**config.mk**
```make
export PLATFORM = sky130hd
export DESIGN_NAME = raster_timing_gen
export DESIGN_NICKNAME = d
export VERILOG_FILES = /design/src/rtl/raster_pkg.sv /design/src/rtl/raster_cycle_ctr.sv /design/src/rtl/raster_line_ctr.sv /design/src/rtl/raster_region_dec.sv /design/src/rtl/raster_timing_gen.sv
export SDC_FILE = /design/constraint.sdc
export NUM_CORES = 1
export LEC_CHECK = 0
export BUFFER_PORTS_ARGS = -buffer_cell sky130_fd_sc_hd__clkbuf_2
export CAP_MARGIN = 0
export CORE_MARGIN = 10
export CORE_UTILIZATION = 50
export CTS_BUF_LIST = sky130_fd_sc_hd__clkbuf_4
export DETAILED_ROUTE_END_ITERATION = 16
export GPL_ROUTABILITY_DRIVEN = 0
export PLACE_DENSITY = 0.72
export REMOVE_ABC_BUFFERS = 1
export SYNTH_ARGS = -nofsm -noshare
export SYNTH_HDL_FRONTEND = slang
export SYNTH_SLANG_ARGS = --single-unit
```
**constraint.sdc**
```tcl
create_clock -name clk -period 8 [get_ports clk]
set_clock_uncertainty 0.1 [all_clocks]
set_input_delay 0.8 -clock clk [delete_from_list [all_inputs] [get_ports clk]]
set_output_delay 0.8 -clock clk [all_outputs]
set_load 0.005 [all_outputs]
```
**src/rtl/raster_pkg.sv**
```systemverilog
package raster_pkg;
  localparam int LINE_W = 9;
  localparam int CYC_W  = 7;

  typedef enum logic [1:0] {
    STD_PAL312  = 2'd0,
    STD_NTSC263 = 2'd1,
    STD_NTSC262 = 2'd2,
    STD_RSVD    = 2'd3
  } std_e;

  // frame geometry
  localparam int PAL_LINES  = 312;
  localparam int PAL_CYC    = 63;
  localparam int N263_LINES = 263;
  localparam int N263_CYC   = 65;
  localparam int N262_LINES = 262;
  localparam int N262_CYC   = 64;

  // shared region edges
  localparam int DISP_FIRST = 51;
  localparam int DISP_LAST  = 250;
  localparam int BAD_FIRST  = 48;
  localparam int BAD_LAST   = 247;
  localparam int TOP_LAST   = 50;
  // 50 Hz edges
  localparam int PAL_TOP_FIRST = 16;
  localparam int PAL_BOT_LAST  = 299;
  // 60 Hz edges
  localparam int NT_TOP_FIRST = 41;
  localparam int NT_VB_FIRST  = 13;
  localparam int NT_VB_LAST   = 40;

  typedef struct packed {
    logic top;
    logic disp;
    logic bot;
    logic vb;
    logic bad;
  } region_t;

  function automatic logic [LINE_W-1:0] last_line(std_e s);
    case (s)
      STD_NTSC263: return LINE_W'(N263_LINES - 1);
      STD_NTSC262: return LINE_W'(N262_LINES - 1);
      default:     return LINE_W'(PAL_LINES - 1);
    endcase
  endfunction

  function automatic logic [CYC_W-1:0] last_cycle(std_e s);
    case (s)
      STD_NTSC263: return CYC_W'(N263_CYC - 1);
      STD_NTSC262: return CYC_W'(N262_CYC - 1);
      default:     return CYC_W'(PAL_CYC - 1);
    endcase
  endfunction
endpackage

```
**src/rtl/raster_cycle_ctr.sv**
```systemverilog
module raster_cycle_ctr #(
  parameter int CYC_W = 7
) (
  input  logic             clk,
  input  logic             rst,
  input  logic [CYC_W-1:0] last_cyc,
  output logic [CYC_W-1:0] cyc,
  output logic             wrap
);
  assign wrap = (cyc >= last_cyc);

  always_ff @(posedge clk) begin
    if (rst)       cyc <= '0;
    else if (wrap) cyc <= '0;
    else           cyc <= cyc + 1'b1;
  end
endmodule

```
**src/rtl/raster_line_ctr.sv**
```systemverilog
module raster_line_ctr #(
  parameter int LINE_W = 9
) (
  input  logic              clk,
  input  logic              rst,
  input  logic              step,
  input  logic [LINE_W-1:0] last_ln,
  output logic [LINE_W-1:0] line_q,
  output logic [LINE_W-1:0] line_nxt
);
  always_comb begin
    if (rst)                   line_nxt = '0;
    else if (!step)            line_nxt = line_q;
    else if (line_q >= last_ln) line_nxt = '0;
    else                       line_nxt = line_q + 1'b1;
  end

  always_ff @(posedge clk) line_q <= line_nxt;
endmodule

```
**src/rtl/raster_region_dec.sv**
```systemverilog
module raster_region_dec
  import raster_pkg::*;
(
  input  logic [LINE_W-1:0] ln,
  input  std_e              std,
  output region_t           reg_o
);
  logic ntsc;
  assign ntsc = (std == STD_NTSC263) || (std == STD_NTSC262);

  always_comb begin
    reg_o     = '0;
    reg_o.bad = (ln >= LINE_W'(BAD_FIRST)) && (ln <= LINE_W'(BAD_LAST));
    if ((ln >= LINE_W'(DISP_FIRST)) && (ln <= LINE_W'(DISP_LAST)))
      reg_o.disp = 1'b1;
    else if (ntsc) begin
      if ((ln >= LINE_W'(NT_TOP_FIRST)) && (ln <= LINE_W'(TOP_LAST)))
        reg_o.top = 1'b1;
      else if ((ln >= LINE_W'(NT_VB_FIRST)) && (ln <= LINE_W'(NT_VB_LAST)))
        reg_o.vb = 1'b1;
      else
        reg_o.bot = 1'b1;
    end else begin
      if ((ln >= LINE_W'(PAL_TOP_FIRST)) && (ln <= LINE_W'(TOP_LAST)))
        reg_o.top = 1'b1;
      else if ((ln > LINE_W'(DISP_LAST)) && (ln <= LINE_W'(PAL_BOT_LAST)))
        reg_o.bot = 1'b1;
      else
        reg_o.vb = 1'b1;
    end
  end
endmodule

```
**src/rtl/raster_timing_gen.sv**
```systemverilog
module raster_timing_gen
  import raster_pkg::*;
(
  input  logic              clk,
  input  logic              rst,
  input  logic [1:0]        std_sel,
  input  logic              test_adv,
  output logic [CYC_W-1:0]  cycle_o,
  output logic [LINE_W-1:0] line_o,
  output logic              top_border_o,
  output logic              display_o,
  output logic              bottom_border_o,
  output logic              vblank_o,
  output logic              badline_ok_o
);
  std_e              std;
  logic              cyc_wrap;
  logic [LINE_W-1:0] line_nxt;
  region_t           reg_nxt;
  region_t           reg_q;

  assign std = std_e'(std_sel);

  raster_cycle_ctr #(.CYC_W(CYC_W)) u_cyc (
    .clk      (clk),
    .rst      (rst),
    .last_cyc (last_cycle(std)),
    .cyc      (cycle_o),
    .wrap     (cyc_wrap)
  );

  raster_line_ctr #(.LINE_W(LINE_W)) u_line (
    .clk      (clk),
    .rst      (rst),
    .step     (cyc_wrap | test_adv),
    .last_ln  (last_line(std)),
    .line_q   (line_o),
    .line_nxt (line_nxt)
  );

  raster_region_dec u_dec (
    .ln    (line_nxt),
    .std   (std),
    .reg_o (reg_nxt)
  );

  always_ff @(posedge clk) reg_q <= reg_nxt;

  assign top_border_o    = reg_q.top;
  assign display_o       = reg_q.disp;
  assign bottom_border_o = reg_q.bot;
  assign vblank_o        = reg_q.vb;
  assign badline_ok_o    = reg_q.bad;
endmodule

```
* Yosys cells after proc, flatten, opt, wreduce, memory -nomap -nowiden *
Index checks and enable logic that the tools add are counted.

storage, ports and cells
  register bits after elaboration = 21
  input bits = 5
  output and inout bits = 21
  word-level logic and storage cells = 49

cells by class
  $add $sub $neg = 2
  order comparisons = 13
  equality and inequality tests = 2
  muxes and demuxes = 16
  bitwise operators = 1
  reductions and logical operators = 8

operator list
  operator                                                                             number
  9-bit by 6-bit greater-or-equal comparator with 1-bit output, second input constant  3
  9-bit two-way mux                                                                    3
  9-bit by 6-bit less-or-equal comparator with 1-bit output, second input constant     2
  9-bit by 8-bit less-or-equal comparator with 1-bit output, second input constant     2
  7-bit one-hot mux with 2 select lines                                                1
  6-bit one-hot mux with 2 select lines                                                1
  9-bit by 1-bit adder with 9-bit output, second input constant                        1
  9-bit by 4-bit greater-or-equal comparator with 1-bit output, second input constant  1
  9-bit by 5-bit greater-or-equal comparator with 1-bit output, second input constant  1
  9-bit greater-or-equal comparator                                                    1
  9-bit by 8-bit > comparator with 1-bit output, second input constant                 1
  9-bit less-or-equal comparator, second input constant                                1
  1-bit two-way mux                                                                    8
  7-bit by 1-bit adder with 7-bit output, second input constant                        1
  7-bit greater-or-equal comparator                                                    1
  1-bit logical AND                                                                    6
  2-bit two-way mux                                                                    3
  2-bit by 1-bit == test with 1-bit output, second input constant                      1
  2-bit == test, second input constant                                                 1
  2-bit OR reduction                                                                   1
  1-bit logical OR                                                                     1
  1-bit OR                                                                             1

* Depth between registers and ports, before layout *
  depth after elaboration = 11
  depth in mapped cells = 16
  mapped depth without buffers = 15

* Modules after synthesis *
Synthesis repeated with hierarchy kept, for this count alone.

unflattened totals
  cell total of the unflattened synthesis = 182
  area total of the unflattened synthesis = 1670.4 um^2

by module, submodules not included
  module             times used  cells an instance  area each (um^2)  seq. area each (um^2)
  raster_line_ctr    1           81                 775.7             180.2
  raster_cycle_ctr   1           49                 467.9             140.1
  raster_region_dec  1           36                 247.7             0.0
  raster_timing_gen  1           16                 178.9             100.1

* Worst setup path after synthesis *
No wires, ideal clock.

  kind = input to register
  from = input std_sel[1]
  to = register reg_q (netlist bit bottom_border_o)
  setup time = 70 ps
  arrival = 3433 ps
  data required time = 7830 ps
  setup slack = 4398 ps
  stages = 15
  buffers on the path = 0
  cells stage by stage = inv_1 ha_1 ha_1 a21o_1 a21oi_1 o21bai_2 a211oi_4 nor2_1 a221o_1 nand2_2 inv_2 o21ai_2 o21ai_1 or4b_1 a21oi_1

between the ends
  cells in the longest elaborated chain, start to end = 11
  elaborated cells on any way between the ends = 30
  those cells by class = order compare: 11; eq/ne: 2; mux: 10; bitwise: 1; reduce/logical: 6

RTL lines
  what                                                                                                   RTL line                                          text
  from (decl)                                                                                            raster_timing_gen.sv:6                            input logic [1:0] std_sel,
  2-bit == test / 2-bit by 1-bit == test with 1-bit output (equally long branches)                       raster_pkg.sv:43, raster_pkg.sv:51
  6-bit one-hot mux with 2 select lines / 7-bit one-hot mux with 2 select lines (equally long branches)  raster_pkg.sv:43, raster_pkg.sv:51
  9-bit greater-or-equal comparator / 7-bit greater-or-equal comparator (equally long branches)          raster_line_ctr.sv:14, raster_cycle_ctr.sv:10
  9-bit two-way mux / 1-bit OR (equally long branches)                                                   raster_line_ctr.sv:14, raster_timing_gen.sv:35
  9-bit two-way mux *                                                                                    raster_line_ctr.sv:13                             else if (!step) line_nxt = line_q;
  9-bit two-way mux *                                                                                    raster_line_ctr.sv:12                             if (rst) line_nxt = '0;
  named net line_nxt[4]                                                                                  raster_timing_gen.sv:18                           logic [LINE_W-1:0] line_nxt;
  9-bit by 8-bit > comparator with 1-bit output (tied with other cells)                                  raster_region_dec.sv:26                           else if ((ln > LINE_W'(DISP_LAST)) && (ln <= LINE_W'(PAL_BOT_LAST)))
  1-bit logical AND, on equally long branches                                                            raster_region_dec.sv:26, raster_region_dec.sv:19
  1-bit two-way mux, on equally long branches                                                            raster_region_dec.sv:26, raster_region_dec.sv:19
  2-bit two-way mux, on equally long branches                                                            raster_region_dec.sv:24, raster_region_dec.sv:17
  2-bit two-way mux                                                                                      raster_region_dec.sv:16                           else if (ntsc) begin
  to (signal assigned)                                                                                   raster_timing_gen.sv:47                           always_ff @(posedge clk) reg_q <= reg_nxt;
  to (decl)                                                                                              raster_timing_gen.sv:20                           region_t reg_q;

Mark *: on every way through the listed nets, which the timed path passes. The rest lies on a longest branch.
A chain may end at the register's enable or synchronous reset.

* Worst setup path in the final report *
  from = input std_sel[1]
  to = register reg_q (netlist bit bottom_border_o)

between the ends
  cells in the longest elaborated chain, start to end = 11
  elaborated cells on any way between the ends = 30
  those cells by class = order compare: 11; eq/ne: 2; mux: 10; bitwise: 1; reduce/logical: 6

RTL lines
  what                                                                                                   RTL line
  2-bit == test / 2-bit by 1-bit == test with 1-bit output (equally long branches)                       raster_pkg.sv:43, raster_pkg.sv:51, raster_region_dec.sv:9
  6-bit one-hot mux with 2 select lines / 7-bit one-hot mux with 2 select lines (equally long branches)  raster_pkg.sv:43, raster_pkg.sv:51
  9-bit greater-or-equal comparator / 7-bit greater-or-equal comparator (equally long branches)          raster_line_ctr.sv:14, raster_cycle_ctr.sv:10
  9-bit two-way mux / 1-bit OR (equally long branches)                                                   raster_line_ctr.sv:14, raster_timing_gen.sv:35
  9-bit two-way mux                                                                                      raster_line_ctr.sv:13
  9-bit two-way mux                                                                                      raster_line_ctr.sv:12
  9-bit by 8-bit > comparator with 1-bit output (tied with other cells)                                  raster_region_dec.sv:26
  1-bit logical AND, on equally long branches                                                            raster_region_dec.sv:26, raster_region_dec.sv:19
  1-bit two-way mux, on equally long branches                                                            raster_region_dec.sv:26, raster_region_dec.sv:19
  2-bit two-way mux, on equally long branches                                                            raster_region_dec.sv:24, raster_region_dec.sv:17
  2-bit two-way mux                                                                                      raster_region_dec.sv:16

Several ways; a longest one is shown, not always the timed one.

==> summary.txt <==
Clock tree
  • Clock Tree Buf Depth: 2
  • # Post-CTS Setup Buffers: 0
  • Clock Tree Root: clkbuf_4
  • Hold Buf Count CTS: 0
  • # clock sinks: 21
  • Clock slew at reported path FFs: about 0.13 ns
  • CTS tree: built
  • H-tree levels: 1
  • Clock Latency Late Sink: 0.31 ns
  • # resized after CTS: 0
  • Inserted Clock Buffers: 3

Routing
  • Starting DRT DRC Count: 221
  • Vias: about 1,500
  • Drt pass-1 iters: 4
  • Total routed wirelength: between 3 and 4 mm
  • DRC: 0
  • Routed Antenna Nets: 0
  • Vias per cell: between 6 and 7
  • Routed WL per cell: ~16 um

Synth
  • Async SR Flop Fraction: 0
  • Top FF cell, synth: dfxtp_1
  • Ys Warns: 0
  • Post-synth cell types: 52
  • Post-synthesis cell area: 0.00149 mm2
  • #FFs+latches synth: 21
  • Post-Synthesis Mean Instance Area: approximately 7.9 um2
  • Post-synthesis sequential area ratio: 0.282
  • Post-synth EDFFs: 0
  • Synth Instances: between 150 and 200

Floorplan
  • Starting Density: 0.531
  • Top-Level Pins: 26
  • FP Rows: 19
  • Core area: 0.00281 mm2
  • Die Y-Extent: 74.6 um
  • Die ar.: 0.00556 mm2
  • Die X: 74.6 um

Pwr
  • Lkg Pwr: ~0.00076 uW
  • Max VDD drop: ~130 uV
  • Power Density: around 120 mW/mm2
  • Total power: around 200 uW

GRT
  • First-pass GRT wire length: 6.22 mm
  • Congestion Overflow GR: 0
  • Vias in the first global route: between 1,000 and 1,500
  • Gr usage total: 0.140
  • Pin count of the biggest net entering global routing: 15
  • Initial antenna violation count: 0

STA
  • Max-slew violation count: 0
  • Fmax: 0.247 GHz
  • RSZ-0062 raised after global routing: false
  • Final hold vios: 0
  • Final Setup Violations: 0
  • Worst Tran Pin Value: about 0.86 ns
  • Total Neg Setup Slack: 0 ns
  • Final WS setup: 3.96 ns
  • Period utilisation layout: 0.505
  • Tmin final: 4.04 ns
  • Slew HR: 0.423

Critical path
  • Crit-path slowest cell: a211oi_4
  • Worst Setup Start Kind: input pin
  • Max incr delay on CP: 0.52 ns
  • Setup CP Type: in -> reg
  • Critical path, cell by cell: clkbuf_2 -> inv_1 -> ha_1 -> ha_1 -> a21o_1 -> a21oi_1 -> o21bai_2 -> a211oi_4 -> nor2_1 -> a22oi_1 -> nand2_1 -> o21ai_0 -> or4b_1 -> a21oi_1
  • Req. time, crit path: slightly above 8 ns
  • Worst-path fanout max: 14
  • Worst Setup End Kind: flop
  • Worst Path Arrival: 4.20 ns

Layout
  • Fill cell count: 258
  • Design Area, Final: 0.00164 mm2
  • Layout Cells excl Fill: between 200 and 250
  • Commonest non-fill, non-tap cell in the layout: clkbuf_2
  • Most frequent cells in the layout: clkbuf_2, dfxtp_1, nand2_1, nor2_1, a21oi_1
  • N_diodes: 0
  • Synth-to-Final Area Change: 10.3%
  • Layout cells sized above 1: 0.189
  • Nets: 230

Placed design
  • Port Buffers: 25
  • Post-Place Cells: approximately 240
  • Post-DP HPWL: ~3 mm
  • Placement-stage cell area: 0.00161 mm2
  • Dpl ws: roughly 3.7 ns

Worst hold path
  • Hold/Removal Path Class: reg -> reg

Job
  • Max-cap violation count: 0

Outcome
  • Status: finished clean
==> through the flow <==
stage	hold WS (ns)	utilization
after CTS	0.403	0.586
after global routing	0.443	0.586
final	0.391	0.586
after detailed placement	0.372	0.575
after global placement	0.360	0.575
after floorplan	0.351	-
==> final timing paths <==
kind	cells after the start	slack [ns]	start	endpoint
worst max-delay path	14	3.96	std_sel[1]	bottom_border_o
worst min-delay path	1	0.39	u_cyc.cyc[0]	u_cyc.cyc[0]
worst max register to register	11	4.34	u_line.line_q[0]	bottom_border_o
worst min register to register	1	0.39	u_cyc.cyc[0]	u_cyc.cyc[0]
==> state kept, by name, summed over array words and instances, names as in the netlist <==
name,count
badline_ok_o,1
bottom_border_o,1
display_o,1
top_border_o,1
u_cyc.cyc,7
u_line.line_q,9
vblank_o,1
==> cells in the mapped netlist, types with 2 or more instances <==
cell type | n | area [um2]
o31a_1 | 2 | 17.5
nor4_1 | 2 | 12.5
nor3_1 | 6 | 30.0
dfxtp_1 | 21 | 420
a21o_1 | 2 | 15.0
buf_6 | 2 | 22.5
nand3_1 | 11 | 55.1
o22ai_1 | 2 | 12.5
xnor2_1 | 3 | 26.3
o21a_1 | 2 | 15.0
nor3b_1 | 3 | 22.5
o21ai_0 | 5 | 25.0
nor2_1 | 17 | 63.8
a21oi_1 | 16 | 80.1
inv_1 | 8 | 30.0
a31oi_1 | 6 | 37.5
ha_1 | 12 | 150
buf_2 | 2 | 10.0
nand2b_1 | 4 | 25.0
inv_2 | 2 | 7.51
and3_1 | 6 | 37.5
and2_1 | 3 | 18.8
clkbuf_1 | 2 | 7.51
xor2_1 | 2 | 17.5
nand2_1 | 17 | 63.8
o21ai_1 | 5 | 25.0
==> cell families after synthesis <==
group,synth area share
flops,0.282
simple gates,0.287
buf+inv,0.0521
compound gates,0.242
mux,0.00672
xor+xnor,0.0294
fa+ha+maj,0.101
==> power breakdown <==
part / switching, uW / internal [uW] / total, uW / leakage, uW
Combinational: 20.1 / 15.4 / 35.6 / 0.000570
Sequential: 4.71 / 109 / 113 / 0.000171
Clock: 34.4 / 19.1 / 53.5 / 0.0000139
==> metal layers <==
layer	vias up	part of all wire	global-route usage	wire (um)
met5	-	0	0	0
met4	0	0.015	0.0441	57
met3	8	0.082	0.0439	316
met2	67	0.45	0.214	1740
met1	671	0.45	0.181	1760
li1	732	-	-	-
==> area by class of cell <==
| type | count | area, um2 | share of cell area |
|---|---|---|---|
| Clock inverter | 1 | 7.51 | 0.00457 |
| Inverter | 10 | 37.5 | 0.0228 |
| Clock buffer | 3 | 22.5 | 0.0137 |
| Multi-Input combinational cell | 152 | 992 | 0.603 |
| Timing Repair Buffer | 25 | 125 | 0.0761 |
| Sequential cell | 21 | 420 | 0.256 |
| Tap cell | 31 | 38.8 | 0.0236 |
==> critical path, delay by kind of cell <==
family / cells / cell delay (ns)
fa+ha+maj: 2 / 0.57
compound gates: 7 / 1.77
simple gates: 3 / 0.87
buf+inv: 2 / 0.17
Note: power is estimated with default switching activity, not from simulation.
